--- config.mk ---
export PLATFORM = sky130hd
export DESIGN_NAME = txf_top
export DESIGN_NICKNAME = d
export VERILOG_FILES = /design/src/rtl/txf_pkg.sv /design/src/rtl/txf_ring.sv /design/src/rtl/txf_regs.sv /design/src/rtl/txf_dreq.sv /design/src/rtl/txf_top.sv
export SDC_FILE = /design/constraint.sdc
export NUM_CORES = 1
export LEC_CHECK = 0
export BUFFER_PORTS_ARGS = -buffer_cell sky130_fd_sc_hd__buf_2
export CAP_MARGIN = 30
export CORE_UTILIZATION = 49
export DETAILED_ROUTE_END_ITERATION = 16
export PLACE_DENSITY = 0.66
export SLEW_MARGIN = 10
export SYNTH_ARGS = -nofsm -noshare
export SYNTH_HDL_FRONTEND = slang
export SYNTH_HIERARCHICAL = 1
export SYNTH_SLANG_ARGS = --single-unit
--- constraint.sdc ---
create_clock -name clk -period 7.98 [get_ports clk]
set_input_delay 0.399 -clock clk [delete_from_list [all_inputs] [get_ports clk]]
set_output_delay 0.399 -clock clk [all_outputs]
set_load 0.03 [all_outputs]
--- src/rtl/txf_pkg.sv ---
`timescale 1ns/1ps
package txf_pkg;
    localparam int BUS_AW = 8;
    localparam int BUS_DW = 32;

    localparam logic [BUS_AW-1:0] A_DATA = 8'h0C;
    localparam logic [BUS_AW-1:0] A_CTRL = 8'h14;
    localparam logic [BUS_AW-1:0] A_STAT = 8'h18;
    localparam logic [BUS_AW-1:0] A_DMAC = 8'h1C;
    localparam logic [BUS_AW-1:0] A_SCNT = 8'h2C;

    localparam logic [BUS_DW-1:0] CTRL_RST = 32'h0004_00F0;
    localparam int CTRL_KEEP_W  = 24;
    localparam int B_FLUSH_TX   = 25;
    localparam int B_FLUSH_RX   = 24;
    localparam int B_HALF_MODE  = 2;
    localparam int B_DREQ_TX    = 7;
    localparam int B_DREQ_RX    = 3;

    localparam int ST_FREE_LSB  = 8;
    localparam int ST_REQ       = 16;
    localparam int ST_EMPTY     = 17;
    localparam int ST_FULL      = 18;
endpackage

--- src/rtl/txf_ring.sv ---
`timescale 1ns/1ps
module txf_ring #(
    parameter int DEPTH = 16,
    parameter int DW    = 32,
    localparam int PW   = (DEPTH > 1) ? $clog2(DEPTH) : 1,
    localparam int LW   = $clog2(DEPTH + 1)
) (
    input  logic          clk,
    input  logic          rst_n,
    input  logic          flush,
    input  logic          push,
    input  logic [DW-1:0] push_data,
    input  logic          pop,
    output logic          pop_ok,
    output logic [DW-1:0] head,
    output logic [LW-1:0] lvl,
    output logic          empty,
    output logic          full
);
    typedef struct packed {
        logic [PW-1:0] rd;
        logic [PW-1:0] wr;
        logic [LW-1:0] lvl;
    } ring_t;

    ring_t s_d, s_q;
    logic  push_ok;
    logic [DW-1:0] mem [DEPTH];

    function automatic logic [PW-1:0] step(input logic [PW-1:0] p);
        return (p == PW'(DEPTH - 1)) ? '0 : p + 1'b1;
    endfunction

    always_comb begin
        s_d     = s_q;
        full    = (s_q.lvl == LW'(DEPTH));
        empty   = (s_q.lvl == '0);
        push_ok = push && !full && !flush;
        pop_ok  = pop && !empty && !flush;
        if (flush) begin
            s_d.rd  = '0;
            s_d.wr  = '0;
            s_d.lvl = '0;
        end else begin
            if (push_ok) s_d.wr = step(s_q.wr);
            if (pop_ok)  s_d.rd = step(s_q.rd);
            case ({push_ok, pop_ok})
                2'b10:   s_d.lvl = s_q.lvl + 1'b1;
                2'b01:   s_d.lvl = s_q.lvl - 1'b1;
                default: s_d.lvl = s_q.lvl;
            endcase
        end
    end

    always_ff @(posedge clk or negedge rst_n) begin
        if (!rst_n) s_q <= '0;
        else        s_q <= s_d;
    end

    always_ff @(posedge clk) begin
        if (push_ok) mem[s_q.wr] <= push_data;
    end

    assign head = mem[s_q.rd];
    assign lvl  = s_q.lvl;
endmodule

--- src/rtl/txf_regs.sv ---
`timescale 1ns/1ps
module txf_regs
    import txf_pkg::*;
#(
    parameter int CW = 32
) (
    input  logic              clk,
    input  logic              rst_n,
    input  logic              wr,
    input  logic [BUS_AW-1:0] waddr,
    input  logic [BUS_DW-1:0] wdata,
    input  logic              pop_ok,
    output logic              flush_tx,
    output logic              half_mode,
    output logic              dreq_en,
    output logic [BUS_DW-1:0] ctrl_word,
    output logic [BUS_DW-1:0] dmac_word,
    output logic [CW-1:0]     scnt
);
    typedef struct packed {
        logic [CTRL_KEEP_W-1:0] ctrl;
        logic                   tx_en;
        logic                   rx_en;
        logic [CW-1:0]          cnt;
    } regs_t;

    regs_t r_d, r_q;
    logic  wr_ctrl, wr_dmac, wr_scnt;
    logic  wr_unused;

    always_comb begin
        r_d      = r_q;
        wr_ctrl  = wr && (waddr == A_CTRL);
        wr_dmac  = wr && (waddr == A_DMAC);
        wr_scnt  = wr && (waddr == A_SCNT);
        flush_tx = wr_ctrl && wdata[B_FLUSH_TX];
        if (wr_ctrl) r_d.ctrl = wdata[CTRL_KEEP_W-1:0];
        if (wr_dmac) begin
            r_d.tx_en = wdata[B_DREQ_TX];
            r_d.rx_en = wdata[B_DREQ_RX];
        end
        if (wr_scnt)     r_d.cnt = CW'(wdata);
        else if (pop_ok) r_d.cnt = r_q.cnt + 1'b1;
    end

    always_ff @(posedge clk or negedge rst_n) begin
        if (!rst_n) begin
            r_q.ctrl  <= CTRL_RST[CTRL_KEEP_W-1:0];
            r_q.tx_en <= 1'b0;
            r_q.rx_en <= 1'b0;
            r_q.cnt   <= '0;
        end else begin
            r_q <= r_d;
        end
    end

    assign wr_unused = ^{wdata[BUS_DW-1:B_FLUSH_RX]};
    assign half_mode = r_q.ctrl[B_HALF_MODE];
    assign dreq_en   = r_q.tx_en;
    assign ctrl_word = {{(BUS_DW-CTRL_KEEP_W){1'b0}}, r_q.ctrl};
    always_comb begin
        dmac_word            = '0;
        dmac_word[B_DREQ_TX] = r_q.tx_en;
        dmac_word[B_DREQ_RX] = r_q.rx_en;
    end
    assign scnt = r_q.cnt;
endmodule

--- src/rtl/txf_dreq.sv ---
`timescale 1ns/1ps
module txf_dreq
    import txf_pkg::*;
#(
    parameter int DEPTH = 16,
    parameter int BURST = 4,
    localparam int LW   = $clog2(DEPTH + 1)
) (
    input  logic [LW-1:0]     lvl,
    input  logic              en,
    output logic              req,
    output logic [BUS_DW-1:0] status
);
    logic [LW-1:0] room;

    always_comb begin
        room   = LW'(DEPTH) - lvl;
        req    = en && (room >= LW'(BURST));
        status = '0;
        status[LW-1:0]              = lvl;
        status[ST_FREE_LSB +: LW]   = room;
        status[ST_REQ]              = req;
        status[ST_EMPTY]            = (lvl == '0);
        status[ST_FULL]             = (lvl == LW'(DEPTH));
    end
endmodule

--- src/rtl/txf_top.sv ---
`timescale 1ns/1ps
module txf_top
    import txf_pkg::*;
#(
    parameter int DEPTH = 16,
    parameter int BURST = 4,
    parameter int CNT_W = 32,
    localparam int LW   = $clog2(DEPTH + 1)
) (
    input  logic              clk,
    input  logic              rst_n,
    input  logic              bus_wr,
    input  logic [BUS_AW-1:0] bus_waddr,
    input  logic [BUS_DW-1:0] bus_wdata,
    input  logic [BUS_AW-1:0] bus_raddr,
    output logic [BUS_DW-1:0] bus_rdata,
    input  logic              smp_pop,
    output logic [BUS_DW-1:0] smp_data,
    output logic              smp_valid,
    output logic              dma_req
);
    logic              flush_tx, half_mode, dreq_en, pop_ok, empty, full;
    logic [LW-1:0]     lvl;
    logic [BUS_DW-1:0] ctrl_word, dmac_word, status, push_data;
    logic [CNT_W-1:0]  scnt;
    logic              push;

    assign push      = bus_wr && (bus_waddr == A_DATA);
    assign push_data = half_mode ? {16'h0000, bus_wdata[15:0]} : bus_wdata;

    txf_ring #(.DEPTH(DEPTH), .DW(BUS_DW)) u_ring (
        .clk(clk), .rst_n(rst_n), .flush(flush_tx), .push(push),
        .push_data(push_data), .pop(smp_pop), .pop_ok(pop_ok),
        .head(smp_data), .lvl(lvl), .empty(empty), .full(full)
    );

    txf_regs #(.CW(CNT_W)) u_regs (
        .clk(clk), .rst_n(rst_n), .wr(bus_wr), .waddr(bus_waddr),
        .wdata(bus_wdata), .pop_ok(pop_ok), .flush_tx(flush_tx),
        .half_mode(half_mode), .dreq_en(dreq_en), .ctrl_word(ctrl_word),
        .dmac_word(dmac_word), .scnt(scnt)
    );

    txf_dreq #(.DEPTH(DEPTH), .BURST(BURST)) u_dreq (
        .lvl(lvl), .en(dreq_en), .req(dma_req), .status(status)
    );

    assign smp_valid = !empty;

    always_comb begin
        case (bus_raddr)
            A_CTRL:  bus_rdata = ctrl_word;
            A_STAT:  bus_rdata = status;
            A_DMAC:  bus_rdata = dmac_word;
            A_SCNT:  bus_rdata = BUS_DW'(scnt);
            default: bus_rdata = '0;
        endcase
    end

    logic full_unused;
    assign full_unused = full;
endmodule

# Yosys cells after proc, flatten, opt, wreduce, memory -nomap -nowiden
# Memory sizes are Yosys's and may differ from the RTL's.
# Cells that the tools add are included.
# Widths: inputs -> output; s select.
[classes] addsub=6 muxes=12 n_lt_le_gt_ge=1 n_eq_ne=13 reduce_logical=18
[ops] op="$pmux 32 s4" n=1
[ops] op="$mux 32" n=3
[ops] op="$eq 8x5->1 const B" n=5
[ops] op="$add 32x1->32 const B" n=1
[ops] op="$eq 8x6->1 const B" n=2
[ops] op="$mux 4" n=4
[ops] op="$mux 13" n=1
[ops] op="$logic_and 1x1->1" n=10
[ops] op="$pmux 5 s2" n=1
[ops] op="$add 4x1->4 const B" n=2
[ops] op="$eq 4x4->1 const B" n=2
[ops] op="$eq 8x4->1 const B" n=1
[ops] op="$reduce_bool 2->1" n=3
[ops] op="$add 5x1->5 const B" n=1
[ops] op="$eq 5x5->1 const B" n=1
[ops] op="$ge 5x3->1 const B" n=1
[ops] op="$logic_not 5->1" n=1
[ops] op="$sub 5x1->5 const B" n=1
[ops] op="$sub 5x5->5 const A" n=1
[ops] op="$logic_not 1->1" n=3
[ops] op="$reduce_bool 3->1" n=1
[ops] op="$eq 2x1->1 const B" n=1
[ops] op="$eq 2x2->1 const B" n=1
[ops] op="$mux 1" n=2
[word_totals] elab_cells=58 ff_bits=71 out_inout_bits=66 ram_bits=512 memories=1 input_bits=52
[memory_table] memory="u_ring.mem" depth=16 word_bits=32 read_ports=1 rd_ports_with_merged_regs=0 write_ports=1 line_no="txf_ring.sv:28" rtl="logic [DW-1:0] mem [DEPTH];"

# Depth between registers and ports, before layout
[logic_depth] word_depth=8 depth_mapped=12 mapped_depth_nobuf=11

# Cells and area by module
# Netlist, hierarchy kept.
[modules_own_cells] mod="txf_ring" area_each_um2=20652.3 cells_per_inst=1052 seq_area_each_um2=15700.1 n_inst=1
[modules_own_cells] mod="txf_regs" area_each_um2=3124.2 cells_per_inst=296 seq_area_each_um2=1457.6 n_inst=1
[modules_own_cells] mod="txf_top" area_each_um2=1330.0 cells_per_inst=178 seq_area_each_um2=0.0 n_inst=1
[modules_own_cells] mod="txf_dreq" area_each_um2=307.8 cells_per_inst=40 seq_area_each_um2=0.0 n_inst=1

# Worst setup path after synthesis
# Ideal clock, no wire load.
[synth_timing] path_type="input port to flip-flop" start="in bus_waddr[4]" end="mem u_ring.mem[3][0] (enable)" setup_slack_ns=3.440 t_required_ns=7.519 stages=8 setup_time_ns=0.461 n_path_buf=1 arrival_time_ns=4.079 cell_sequence="nor4b_1 nand3b_1 nor4b_1 clkbuf_2 inv_1 a211oi_1 nand2_1 nor3_1"
[synth_between] elab_cells_between_ends=10 classes_between="2 x eq/ne; 2 x mux; 6 x reduce/logical"
[synth_rtl] item="from (decl)" line_no="txf_top.sv:13" rtl="input logic [BUS_AW-1:0] bus_waddr,"
[synth_rtl] item="$eq 8x4->1" line_no="txf_top.sv:28" rtl="assign push = bus_wr && (bus_waddr == A_DATA);"
[synth_rtl] item="$logic_and 1x1->1" line_no="txf_top.sv:28"
[synth_rtl] item="named net push" line_no="txf_top.sv:26" rtl="logic push;"
[synth_rtl] item="$logic_and 1x1->1 (2 in a row)" line_no="txf_ring.sv:38" rtl="push_ok = push && !full && !flush;"
[synth_rtl] item="$mux 1" line_no="txf_ring.sv:61" rtl="if (push_ok) mem[s_q.wr] <= push_data;"
[synth_rtl] item="$mux 1 (implied by the code)" line_no="txf_ring.sv:61"
[synth_rtl] item="to (decl)" line_no="txf_ring.sv:28"
# The timed path passes the listed nets, and every way through them passes these cells.

# Final worst setup path
[layout_timing] start="reg u_ring/s_q[11] (netlist name)" end="out smp_data[18]"
[layout_between] elab_chain_cells=1
[layout_rtl] item="from (decl)" line_no="txf_ring.sv:26" rtl="ring_t s_d, s_q;"
[layout_rtl] item="from (signal assigned)" line_no="txf_ring.sv:56" rtl="if (!rst_n) s_q <= '0;"
[layout_rtl] item="from (signal assigned)" line_no="txf_ring.sv:57" rtl="else s_q <= s_d;"
[layout_rtl] item="$mem_v2 16x32"
[layout_rtl] item="to (decl)" line_no="txf_top.sv:18" rtl="output logic [BUS_DW-1:0] smp_data,"
# Every way passes these cells.

==> impl_metrics.toml <==
[setup_path]
critPathMostFrequentCell = "buf_4"
crit_slowest_cell = "dfrtp_1"
arrival_ps = 4030
end_kind = "output pin"
path_max_fanout = 40
crit_chain = "buf_4 > and2_2 > buf_4 > a221oi_1 > o21ai_0 > nand2_1 > buf_2"
path_class = "register to output pin"
crit_path_max_incr_delay_ps = 810
required_ps = 7580
crit_path_start_kind = "register"

[grt]
grt_pass1_wl_mm = 86.7
grt.busiest_layer = "met2"
groute.layer.met1.usage = 0.297
antenna_found_initial = 2
gr-usage-met3 = 0.0459
grt_pass1_vias = 14100
grtUsageTotal = 0.219
gr-total-overflow = 0
grt_max_degree = 108
global_route.usage.met2 = 0.354

[timing]
hold_viol = 0
fin_crit_sh = 0.555
fin_skew_ps = 20.3
rsz0062_at_grt = "false"
relSlewSlack = 0.392
period_minus_slack_ps = 4430
fmax_mhz = 226
slew_viol_final = 0
tightest_slew_ps = 912
setup_tns_ps = 0
setup-violations-final = 0

[synthesis]
synth_compound_area_frac = 0.0772
postSynthCellCount = 1566
yosysTopAreaCell = "edfxtp_1"
ys.warnings.count = 6
yosys.area.top_type_share = 0.605
yosysSeqAreaShare = 0.675
synthSimpleGateAreaFrac = 0.0584
synth-edff-count = 512
synth_top_family_by_area = "multiplexers"
synth_mux_area_frac = 0.124
ys_ff_latch = 583
synth-xor-area-share = 0.0124
synth_cell_types = 69
synth-async-reset-ratio = 0.122
synth_area_leaders = "edfxtp_1 60%, dfrtp_1 6.5%, mux4_2 5.7%, mux2i_1 5.3%, buf_4 2.4%"
synth_ff_type = "edfxtp_1"
syn_area_per_cell_um2 = 16.2
synth_fa_ha_area_frac = 0.00719
syn_area_um2 = 25400

[floorplan]
coreArea_um2 = 51300
die_h_um = 230
die_area_um2 = 52800
floorplan.initialDensity = 0.495
rows = 83
ios = 118
die_w_um = 230

[outcome]
status = "completed"

[power]
p_total_mw = 8.72
leakage_nw = 9.99
vdd_drop_max_mv = 0.244
power_density_nw_per_um2 = 306

[route]
drt_iter0_markers = 1305
vias_per_cell = 5.85
vias = 14100
ant_nets = 0
dr.pass1.iters = 7
wire_per_inst_um = 23.7
drt_wl_total_mm = 56.9
drc = 0

[clock_tree]
cts_htree_levels = 2
post_cts_buffers = 0
cts_tree = "yes"
cts.sinks = 583
cts_resized = 0
hold_buffers = 1
cts_root_buf = "clkbuf_16"
cts_buffers = 57
clk_latency_ps = 610
clock_tree.buffer_depth = 3
cts.clk_slew.worst_paths_ps = 60

[finish]
area_delta_synth_final_pct = 12.2
fin_nets = 1747
n_antenna_cell = 0
layout-drive-gt1-share = 0.250
layout_common_cells = "512 x edfxtp_1, 135 x mux2i_1, 116 x buf_2"
stdcell_count = 2405
final_common_cell = "edfxtp_1"

[hold_path]
hold_path.class = "input port to register"

[place]
place_inst = 2288
numPortBuffers = 117
gp_congestion = 0.795
dp_hpwl_mm = 35.0

[run]
maxCapViolations = 0
per-layer routing:
metal	wire (µm)	vias up
met3	3990	98
met5	13	-
li1	-	6303
met1	23800	7188
met4	1600	2
met2	27500	473
state kept, by name, indices dropped and copies added, names as in the netlist:
| signal | flops |
|---|---|
| u_ring/lvl | 5 |
| u_ring/s_q | 8 |
| u_regs/ctrl_word | 24 |
| u_regs/scnt | 32 |
| u_ring/mem | 512 |
| u_regs/dmac_word | 1 |
| u_regs/dreq_en | 1 |
per-stage QoR:
step | area (µm²) | worst slack, ps | util | hold WS [ps]
finish | 28500 | 3550 | 0.556 | 52.8
global route | 28500 | 3320 | 0.556 | 52.0
CTS | 28400 | 3490 | 0.553 | 9.00
detailed placement | 26500 | 3580 | 0.517 | 495
global placement | 26300 | 3720 | 0.513 | 487
floorplan | 25600 | 3440 | - | 103
cell type report:
type                            instances  area [µm²]
Tap cell                              680         851
Fill cell                            4026       22800
Sequential cell                       583       17200
Multi-Input combinational cell        854        7440
Inverter                               17        63.8
Clock inverter                         31         320
Clock buffer                           72        1510
Timing Repair Buffer                  168        1150
logic make-up after synthesis:
| family | after synthesis |
|---|---|
| compound gates | 251 |
| xor+xnor | 36 |
| fa+ha+maj | 14 |
| buf+inv | 184 |
| flops | 583 |
| mux | 229 |
| other cells | 2 |
| simple gates | 267 |
worst max-delay path, delay by kind of cell, from the launching register on:
kind	cells	cell delay (ps)
AO/OA/AOI/OAI	2	480
flip-flops	1	810
buffers and inverters	3	1290
AND/OR/NAND/NOR	2	830
worst paths after layout:
path	startpoint	end	slack (ps)	cells past startpoint
worst max-delay path	u_ring/s_q[11]$_DFFE_PN0P_	smp_data[18]	3550	7
worst min-delay path	bus_wdata[18]	u_regs/scnt[18]$_DFFE_PN0P_	50	3
worst max register to register	u_ring/lvl[0]$_DFFE_PN0P_	u_regs/scnt[24]$_DFFE_PN0P_	4630	8
worst min register to register	u_regs/ctrl_word[20]$_DFFE_PN0P_	u_regs/ctrl_word[20]$_DFFE_PN0P_	510	1
max in group asynchronous	rst_n	u_ring/s_q[9]$_DFFE_PN0P_	7200	3
min in group asynchronous	rst_n	u_regs/scnt[9]$_DFFE_PN0P_	170	2
power breakdown:
group          total (mW)  internal [mW]  leakage (nW)  switching (mW)
Combinational        2.51          0.969          3.55            1.54
Clock                2.65           1.53         0.908            1.12
Sequential           3.56           3.37          5.53           0.188
Total                8.72           5.88          9.99            2.85
cell usage after synthesis, types with 5 or more instances:
master	instances
edfxtp_1	512
mux2i_1	135
nand2_1	85
buf_4	80
nand3_1	74
dfrtp_1	66
a221oi_1	64
mux4_2	64
a22oi_1	63
o21ai_0	53
buf_2	35
nor2_1	31
o211ai_2	30
mux2_2	27
clkbuf_1	25
xnor2_1	22
nor2b_1	19
inv_1	17
buf_6	16
xor2_1	14
ha_1	13
o21ai_1	12
nor3_1	9
a21oi_1	7
buf_1	7
nand4_1	7
dfstp_2	5
Power figures use the tool's default switching activity.
